**config.mk**
```make
export PLATFORM = sky130hd
export DESIGN_NAME = edge_gpio_ctrl
export DESIGN_NICKNAME = d
export VERILOG_FILES = /design/src/rtl/gpio_ctrl_pkg.sv /design/src/rtl/gpio_in_sync.sv /design/src/rtl/gpio_edge_irq.sv /design/src/rtl/gpio_regfile.sv /design/src/rtl/edge_gpio_ctrl.sv
export SDC_FILE = /design/constraint.sdc
export NUM_CORES = 1
export LEC_CHECK = 0
export BUFFER_PORTS_ARGS = -buffer_cell sky130_fd_sc_hd__clkbuf_2
export CAP_MARGIN = 20
export CELL_PAD_IN_SITES_DETAIL_PLACEMENT = 0
export CELL_PAD_IN_SITES_GLOBAL_PLACEMENT = 1
export CORE_UTILIZATION = 48
export DETAILED_ROUTE_END_ITERATION = 8
export HOLD_SLACK_MARGIN = 0.1
export PLACE_DENSITY = 0.83
export SYNTH_ARGS = -nofsm -noshare
export SYNTH_HDL_FRONTEND = slang
export SYNTH_SLANG_ARGS = --single-unit
```
**constraint.sdc**
```tcl
create_clock -name clk -period 4.66 [get_ports clk]
set_clock_uncertainty 0.1 [all_clocks]
set_input_delay 0.233 -clock clk [delete_from_list [all_inputs] [get_ports clk]]
set_output_delay 0.233 -clock clk [all_outputs]
set_load 0.03 [all_outputs]
```
**src/rtl/gpio_ctrl_pkg.sv**
```systemverilog
// Package: shared constants and types for the edge-interrupt GPIO controller.
// Assumes byte offsets fit in eight bits; the register decode does not
// depend on the address width beyond that.
package gpio_ctrl_pkg;

    // Byte offsets of the register file
    localparam int OFS_LINE_IN = 'h00;
    localparam int OFS_OUT     = 'h04;
    localparam int OFS_DIR     = 'h08;
    localparam int OFS_POL     = 'h0C;
    localparam int OFS_MASK    = 'h10;
    localparam int OFS_STAT    = 'h14;
    localparam int OFS_PEN     = 'h18;

    // Access size codes on the register bus
    typedef enum logic [1:0] {
        SZ_BYTE  = 2'b00,
        SZ_HALF  = 2'b01,
        SZ_WORD  = 2'b10,
        SZ_DWORD = 2'b11
    } bus_size_e;

endpackage

```
**src/rtl/gpio_in_sync.sv**
```systemverilog
// Module: gpio_in_sync
// Brings asynchronous line levels into the clock domain through a chain of
// STAGES flops per line and keeps one more flop holding the previous
// synchronised sample for transition detection.
// Assumes STAGES >= 2 and that lines are slow compared to the clock.
module gpio_in_sync #(
    parameter int LINES  = 16,
    parameter int STAGES = 2
) (
    input  logic             clk,
    input  logic             rst_n,
    input  logic [LINES-1:0] raw_in,
    output logic [LINES-1:0] cur_smp,
    output logic [LINES-1:0] prev_smp
);

    logic [LINES-1:0] chain [STAGES];

    // First stage captures the raw level
    always_ff @(posedge clk) begin
        if (!rst_n) chain[0] <= '0;
        else        chain[0] <= raw_in;
    end

    genvar s;
    generate
        for (s = 1; s < STAGES; s++) begin : g_stage
            // Each further stage re-times the one before it
            always_ff @(posedge clk) begin
                if (!rst_n) chain[s] <= '0;
                else        chain[s] <= chain[s-1];
            end
        end
    endgenerate

    assign cur_smp = chain[STAGES-1];

    // Previous synchronised sample, used to spot transitions
    always_ff @(posedge clk) begin
        if (!rst_n) prev_smp <= '0;
        else        prev_smp <= cur_smp;
    end

endmodule

```
**src/rtl/gpio_edge_irq.sv**
```systemverilog
// Module: gpio_edge_irq
// Per line: detects the transition selected by polarity, qualifies it with
// direction and mask at the moment of detection, and latches it in the status
// register. Clears are write-one-to-clear; a new event in the same cycle wins.
// The interrupt is a registered OR of the status bits.
module gpio_edge_irq #(
    parameter int LINES = 16
) (
    input  logic             clk,
    input  logic             rst_n,
    input  logic [LINES-1:0] cur_smp,
    input  logic [LINES-1:0] prev_smp,
    input  logic [LINES-1:0] pol_q,
    input  logic [LINES-1:0] dir_q,
    input  logic [LINES-1:0] mask_q,
    input  logic [LINES-1:0] stat_clr,
    output logic [LINES-1:0] edge_set,
    output logic [LINES-1:0] status_q,
    output logic             irq
);

    genvar i;
    generate
        for (i = 0; i < LINES; i++) begin : g_line
            logic rise_l, fall_l, hit_l;
            // Transition of the selected polarity, qualified now
            always_comb begin
                rise_l      = cur_smp[i] & ~prev_smp[i];
                fall_l      = ~cur_smp[i] & prev_smp[i];
                hit_l       = pol_q[i] ? rise_l : fall_l;
                edge_set[i] = hit_l & dir_q[i] & ~mask_q[i];
            end

            // Status bit: set has priority over clear
            always_ff @(posedge clk) begin
                if (!rst_n)            status_q[i] <= 1'b0;
                else if (edge_set[i])  status_q[i] <= 1'b1;
                else if (stat_clr[i])  status_q[i] <= 1'b0;
            end
        end
    endgenerate

    // Registered interrupt level
    always_ff @(posedge clk) begin
        if (!rst_n) irq <= 1'b0;
        else        irq <= |status_q;
    end

endmodule

```
**src/rtl/gpio_regfile.sv**
```systemverilog
// Module: gpio_regfile
// Holds the software-visible configuration registers, decodes the strobe bus,
// produces the status clear vector and the registered read data.
// Assumes one access per strobe cycle; only half-word size is acted on.
module gpio_regfile
    import gpio_ctrl_pkg::*;
#(
    parameter int LINES  = 16,
    parameter int ADDR_W = 8
) (
    input  logic              clk,
    input  logic              rst_n,
    input  logic              bus_valid,
    input  logic              bus_write,
    input  logic [ADDR_W-1:0] bus_addr,
    input  logic [1:0]        bus_size,
    input  logic [LINES-1:0]  bus_wdata,
    input  logic [LINES-1:0]  cur_smp,
    input  logic [LINES-1:0]  status_q,
    output logic [LINES-1:0]  out_q,
    output logic [LINES-1:0]  dir_q,
    output logic [LINES-1:0]  pol_q,
    output logic [LINES-1:0]  mask_q,
    output logic [LINES-1:0]  pen_q,
    output logic [LINES-1:0]  stat_clr,
    output logic [LINES-1:0]  bus_rdata
);

    logic             size_ok, wr_en, rd_en;
    logic [LINES-1:0] rd_mux;

    // Access qualification
    always_comb begin
        size_ok = bus_valid && (bus_size == SZ_HALF);
        wr_en   = size_ok && bus_write;
        rd_en   = size_ok && !bus_write;
    end

    // Configuration registers, all ones after reset
    always_ff @(posedge clk) begin
        if (!rst_n) begin
            out_q  <= '1;
            dir_q  <= '1;
            pol_q  <= '1;
            mask_q <= '1;
            pen_q  <= '1;
        end else if (wr_en) begin
            case (bus_addr)
                ADDR_W'(OFS_OUT):  out_q  <= bus_wdata;
                ADDR_W'(OFS_DIR):  dir_q  <= bus_wdata;
                ADDR_W'(OFS_POL):  pol_q  <= bus_wdata;
                ADDR_W'(OFS_MASK): mask_q <= bus_wdata;
                ADDR_W'(OFS_PEN):  pen_q  <= bus_wdata;
                default: ;
            endcase
        end
    end

    // Write-one-to-clear vector for the status register
    always_comb begin
        stat_clr = (wr_en && bus_addr == ADDR_W'(OFS_STAT)) ? bus_wdata : '0;
    end

    // Read selection, zero for unmapped offsets
    always_comb begin
        case (bus_addr)
            ADDR_W'(OFS_LINE_IN): rd_mux = cur_smp & pen_q;
            ADDR_W'(OFS_OUT):     rd_mux = out_q;
            ADDR_W'(OFS_DIR):     rd_mux = dir_q;
            ADDR_W'(OFS_POL):     rd_mux = pol_q;
            ADDR_W'(OFS_MASK):    rd_mux = mask_q;
            ADDR_W'(OFS_STAT):    rd_mux = status_q;
            ADDR_W'(OFS_PEN):     rd_mux = pen_q;
            default:              rd_mux = '0;
        endcase
    end

    // Registered read data; bad-size reads return zero
    always_ff @(posedge clk) begin
        if (!rst_n)                      bus_rdata <= '0;
        else if (bus_valid && !bus_write) bus_rdata <= rd_en ? rd_mux : '0;
    end

endmodule

```
**src/rtl/edge_gpio_ctrl.sv**
```systemverilog
// Module: edge_gpio_ctrl
// Top of the sixteen-line GPIO controller: synchroniser, register file and
// edge/interrupt logic. Output lines drive output data gated by direction.
// Assumes pin_in is asynchronous and the bus strobe is synchronous to clk.
module edge_gpio_ctrl #(
    parameter int LINES  = 16,
    parameter int ADDR_W = 8,
    parameter int STAGES = 2
) (
    input  logic              clk,
    input  logic              rst_n,
    input  logic              bus_valid,
    input  logic              bus_write,
    input  logic [ADDR_W-1:0] bus_addr,
    input  logic [1:0]        bus_size,
    input  logic [LINES-1:0]  bus_wdata,
    output logic [LINES-1:0]  bus_rdata,
    input  logic [LINES-1:0]  pin_in,
    output logic [LINES-1:0]  pin_out,
    output logic              irq
);

    logic [LINES-1:0] cur_smp, prev_smp;
    logic [LINES-1:0] out_q, dir_q, pol_q, mask_q, pen_q;
    logic [LINES-1:0] stat_clr, edge_set, status_q;

    gpio_in_sync #(.LINES(LINES), .STAGES(STAGES)) u_sync (
        .clk      (clk),
        .rst_n    (rst_n),
        .raw_in   (pin_in),
        .cur_smp  (cur_smp),
        .prev_smp (prev_smp)
    );

    gpio_regfile #(.LINES(LINES), .ADDR_W(ADDR_W)) u_regs (
        .clk       (clk),
        .rst_n     (rst_n),
        .bus_valid (bus_valid),
        .bus_write (bus_write),
        .bus_addr  (bus_addr),
        .bus_size  (bus_size),
        .bus_wdata (bus_wdata),
        .cur_smp   (cur_smp),
        .status_q  (status_q),
        .out_q     (out_q),
        .dir_q     (dir_q),
        .pol_q     (pol_q),
        .mask_q    (mask_q),
        .pen_q     (pen_q),
        .stat_clr  (stat_clr),
        .bus_rdata (bus_rdata)
    );

    gpio_edge_irq #(.LINES(LINES)) u_evt (
        .clk      (clk),
        .rst_n    (rst_n),
        .cur_smp  (cur_smp),
        .prev_smp (prev_smp),
        .pol_q    (pol_q),
        .dir_q    (dir_q),
        .mask_q   (mask_q),
        .stat_clr (stat_clr),
        .edge_set (edge_set),
        .status_q (status_q),
        .irq      (irq)
    );

    // Output lines drive data only where direction selects output
    assign pin_out = out_q & ~dir_q;

endmodule

```
* After elaboration in Yosys (flattened, before gate mapping)
Memories as Yosys holds them, arrays and structs flattened. Index checks and enable logic that the tools add are counted.
Operators by class: $add $sub $neg 0, multipliers 0, div/mod/pow operators 0, $lt $le $gt $ge 0, equality and inequality tests 7, shift operators 0, mux-type cells 55, bitwise operators 117, reduce and logical (&&, ||, !) cells 29
Operators with widths (number):
- 16-bit case mux with 7 select lines | 1
- 1-bit bitwise AND | 64
- 16-bit two-way mux | 4
- 1-bit two-way mux | 50
- 1-bit NOT | 48
- 16-bit bitwise AND | 2
- 2-bit nonzero test | 16
- 8-bit by 5-bit == test with 1-bit output, second input constant | 3
- 8-bit by 4-bit == test with 1-bit output, second input constant | 2
- 16-bit NOT | 1
- 16-bit OR reduction | 1
- 2-bit AND reduction | 5
- 8-bit by 3-bit == test with 1-bit output, second input constant | 1
- 8-bit logical NOT | 1
- 1-bit logical AND | 5
- 2-bit by 1-bit == test with 1-bit output, second input constant | 1
- 1-bit bitwise OR | 2
- 1-bit logical NOT | 1
Storage, ports and cells: bits in registers 129, bits in latches 0, RAM bits 32, bits in read-only memories 0, output and inout port bits 33, memories 1
Memory list:
- u_sync.chain | words 2, bits a word 16, rd ports 2, clocked after memory_dff 0, wr ports 2, line gpio_in_sync.sv:17 | logic [LINES-1:0] chain [STAGES];

* Depth between registers and ports, before layout
depth in word-level cells 7, depth in mapped cells 7, depth with buffers taken out 4

* Cells and area by module
From an unflattened synthesis, not the netlist that was laid out.
Unflattened totals: cell total of the unflattened synthesis 800, area total of the unflattened synthesis 7352.1 um2
Modules (own cells, without submodules):
- gpio_regfile | instances 1, cells each 544, area each 4500.6 um2, seq. area each 1921.8 um2
- gpio_in_sync | instances 1, cells each 101, area each 1331.3 um2, seq. area each 960.9 um2
- gpio_edge_irq | instances 1, cells each 139, area each 1300.0 um2, seq. area each 340.3 um2
- edge_gpio_ctrl | instances 1, cells each 16, area each 220.2 um2, seq. area each 0.0 um2

* Worst setup path after synthesis
Ideal clock, no wire load.
path type input-to-reg, start input bus_addr[1], end register u_evt.status_q[0], library setup time 0.132 ns, data arrival time 1.395 ns, required time 4.428 ns, slack 3.033 ns, stages 6, path buffers 2, path through buf_4 nor4b_4 nand4_1 clkbuf_2 o21ai_0 a21oi_1
Between the ends: word-level cells in the longest chain between the ends 4
Ends and longest elaborated chain:
- start, declared | line edge_gpio_ctrl.sv:14 | input logic [ADDR_W-1:0] bus_addr,
- 8-bit by 5-bit == test with 1-bit output | line gpio_regfile.sv:61 | stat_clr = (wr_en && bus_addr == ADDR_W'(OFS_STAT)) ? bus_wdata : '0;
- 1-bit logical AND | line gpio_regfile.sv:61
- 16-bit two-way mux | line gpio_regfile.sv:61
- 2-bit nonzero test (no line)
- end signal, assigned by index | line gpio_edge_irq.sv:36 | if (!rst_n) status_q[i] <= 1'b0;
- end signal, assigned by index | line gpio_edge_irq.sv:37 | else if (edge_set[i]) status_q[i] <= 1'b1;
- end signal, assigned by index | line gpio_edge_irq.sv:38 | else if (stat_clr[i]) status_q[i] <= 1'b0;
- end, declared | line gpio_edge_irq.sv:18 | output logic [LINES-1:0] status_q,
Every way passes these cells. A chain may end at the register's enable or synchronous reset.

* Worst setup path in the final report
start input bus_addr[2], end register u_evt.status_q[10]
The elaborated chain is that of the path after synthesis.

==> metrics.cfg <==
[layout]
fin_util_pct = 59.1
nets = 885
syn2layout_area_growth_pct = 20.4
drive_gt1_share_pct = 16.1
num_antenna_cells = 0

[global_routing]
grt_pass1_wl_um = 28900
grt_overflow_total = 0
antenna_found_initial = 0
grt_use_total_pct = 25.6
grt_max_degree = 88
grt_pass1_vias = 5540

[synthesis]
avgSynthCellArea_um2 = 9.01
synth-simple-area-share_pct = 24.3
synth_edf_count = 0
synth-compound-area-share_pct = 19.8
ys_seq_area_share_pct = 47.3
synth_seq_cells = 161
ys.flop_type = dfxtp_1
synthDistinctLibCells = 50
yosys.area.top_type = dfxtp_1
synthTopCellsByCount = dfxtp_1 (161), nand2_1 (124), o211ai_1 (84), and2_1 (58), clkbuf_1 (38)
synth_xor_area_share_pct = 0
syn_nets = 802
synth.mux.area_fraction_pct = 4.06
synth_top_family_by_area = simple AND/OR/NAND/NOR gates
ys_warn_count = 0
synthTopCellsByArea = dfxtp_1 (47%), o211ai_1 (9.3%), nand2_1 (6.8%), and2_1 (5.3%), nand3b_1 (3.0%)
syn-instance-count = 756
syn_area_um2 = 6810
ys_async_sr_fraction_pct = 0
synth_top_area_share_pct = 47.3
synthAdderAreaFrac_pct = 0
synth_most_common_cell = dfxtp_1

[power_and_ir_drop]
intPower_w = 0.00244
p_seq_share_pct = 45.5
comb_power_share_pct = 5.5
swShare_pct = 20.9
p_switching_w = 0.000645
p_leak_nw = 3.57
powerDensity_nw_per_um2 = 376
irDropWorstVdd_mv = 0.282
clkPwrFrac_pct = 49.0

[worst_setup_path]
cp-end-kind = flop
required_ns = 4.83
worstSetupStartpointType = input pin
cp.arrival_ns = 2.52
crit_type = in2reg
cp_max_fo = 28

[route]
route.detailed.drc = 0
drtIter0Drc = 441
finalWirelength_um = 18100
wl_per_cell_um = 17.6
via_count = 5895
ant_nets = 0
viasPerCell = 5.72
first_pass_iters = 5

[placed_design]
portBuffers = 78
gp_congestion = 0.892
hpwl_um = 12100

[die]
die_width_um = 121
io_pins = 79
rows = 43
die_area_um2 = 14700
core_um2 = 13900
start_util_pct = 49.1
dieHeight_um = 121

[sta]
slew_headroom_pct = 33.9
setup_viol = 0
fin_crit_ns = 2.35
drv_slew = 0
fmax_ghz = 0.425
hold_violations = 0
tns_ns = 0
worstMarginPinSlew_ns = 0.984
rsz0062_at_grt = false
post-route-period-util_pct = 50.5

[clock_network]
cts_hold_buf = 31
clockBufferDepth = 2
cts_setup_buffers = 0
cts_tree = built
numCtsBuffers = 17
clockRootBuffer = clkbuf_16
post_cts_resized = 0
clk_pin_slew_ns = 0.06
clk_latency_ns = 0.42
cts.sinks = 161
h-tree-depth = 4

[job]
maxCapViolCount = 0

[hold_path]
hp-class = in2reg

[run_status]
status = complete, no violations

[logic make-up (layout without fill, tap and decap cells)]
group           after synthesis  after routing
mux                          26             26
compound gates              199            199
simple gates                299            299
flops                       161            161
buf+inv                      71            166
[through the flow]
stage | setup WS [ns] | hold slack (ns) | total power [W] | std cells | instance area (um^2)
6_report | 2.31 | 0.110 | 0.00309 | 1031 | 8200
3_3_place_gp | 2.00 | 0.313 | 0.00158 | 969 | 7250
2_1_floorplan | 3.03 | 0.260 | 0.00153 | 756 | 6810
4_1_cts | 2.37 | 0.100 | 0.00310 | 1031 | 8200
5_1_grt | 2.15 | 0.121 | 0.00320 | 1031 | 8200
3_5_place_dp | 1.88 | 0.319 | 0.00158 | 969 | 7250
[final cells by class]
class / count / area [um^2]
Clock buffer: 21 / 460
Inverter: 17 / 63.8
Clock inverter: 10 / 181
Sequential cell: 161 / 3220
Timing Repair Buffer: 118 / 771
Fill cell: 1238 / 5680
Multi-Input combinational cell: 524 / 3280
Tap cell: 180 / 225
[registers in the layout, summed over array words and instances, names as in the netlist]
name,flops
u_evt.status_q,16
u_regs.dir_q,16
u_regs.pol_q,16
u_regs.out_q,16
u_regs.bus_rdata,16
u_sync.chain,32
u_regs.pen_q,16
u_regs.mask_q,16
u_evt.irq,1
u_sync.prev_smp,16
[path summary, 6_finish.rpt]
path / startpoint / end / slack (ns) / depth (start not counted)
worst max-delay path: bus_addr[2] / u_evt.status_q[10] / 2.31 / 5
worst min-delay path: bus_addr[6] / u_regs.bus_rdata[14] / 0.11 / 4
worst max register to register: u_regs.pol_q[2] / u_regs.bus_rdata[2] / 3.03 / 4
worst min register to register: u_sync.chain[0][4] / u_sync.chain[1][4] / 0.33 / 1
[power groups by stage]
| stage | Combinational, W | Clock, W | Sequential [W] |
|---|---|---|---|
| final | 0.000170 | 0.00151 | 0.00140 |
| after global routing | 0.000185 | 0.00161 | 0.00140 |
| after CTS | 0.000169 | 0.00153 | 0.00140 |
| after detailed placement | 0.000148 | 0 | 0.00143 |
| after global placement | 0.000145 | 0 | 0.00143 |
| after floorplan | 0.000103 | 0 | 0.00143 |
[worst max-delay path: stages]
cell      delay (ns)
clkbuf_2        0.51
nor4b_4         0.57
nand4_1         0.68
o21ai_0         0.41
a21oi_1         0.10
[routing by layer]
layer	share of wire [%]	vias up	wire (um)	track usage [%]
li1	-	2878	-	-
met1	46	2820	8400	34.1
met2	47	169	8480	40.9
met3	5.2	28	933	4.93
met4	1.7	0	299	9.95
met5	0	-	0	0
[cells in the final DEF, fill, tap and decap left out, types with 9 or more instances in the layout]
cell / count
mux2_2: 13
o211ai_1: 84
nand2b_1: 18
mux2i_1: 13
a21oi_1: 29
dfxtp_1: 161
a221oi_1: 10
dlygate4sd3_1: 31
and2_1: 58
nand3b_1: 27
nand2_1: 124
o21ai_0: 36
clkbuf_16: 17
inv_1: 17
nor2_1: 9
nor2b_1: 16
buf_4: 10
o22ai_1: 16
clkbuf_2: 77
(Power assumes the default switching activity.)
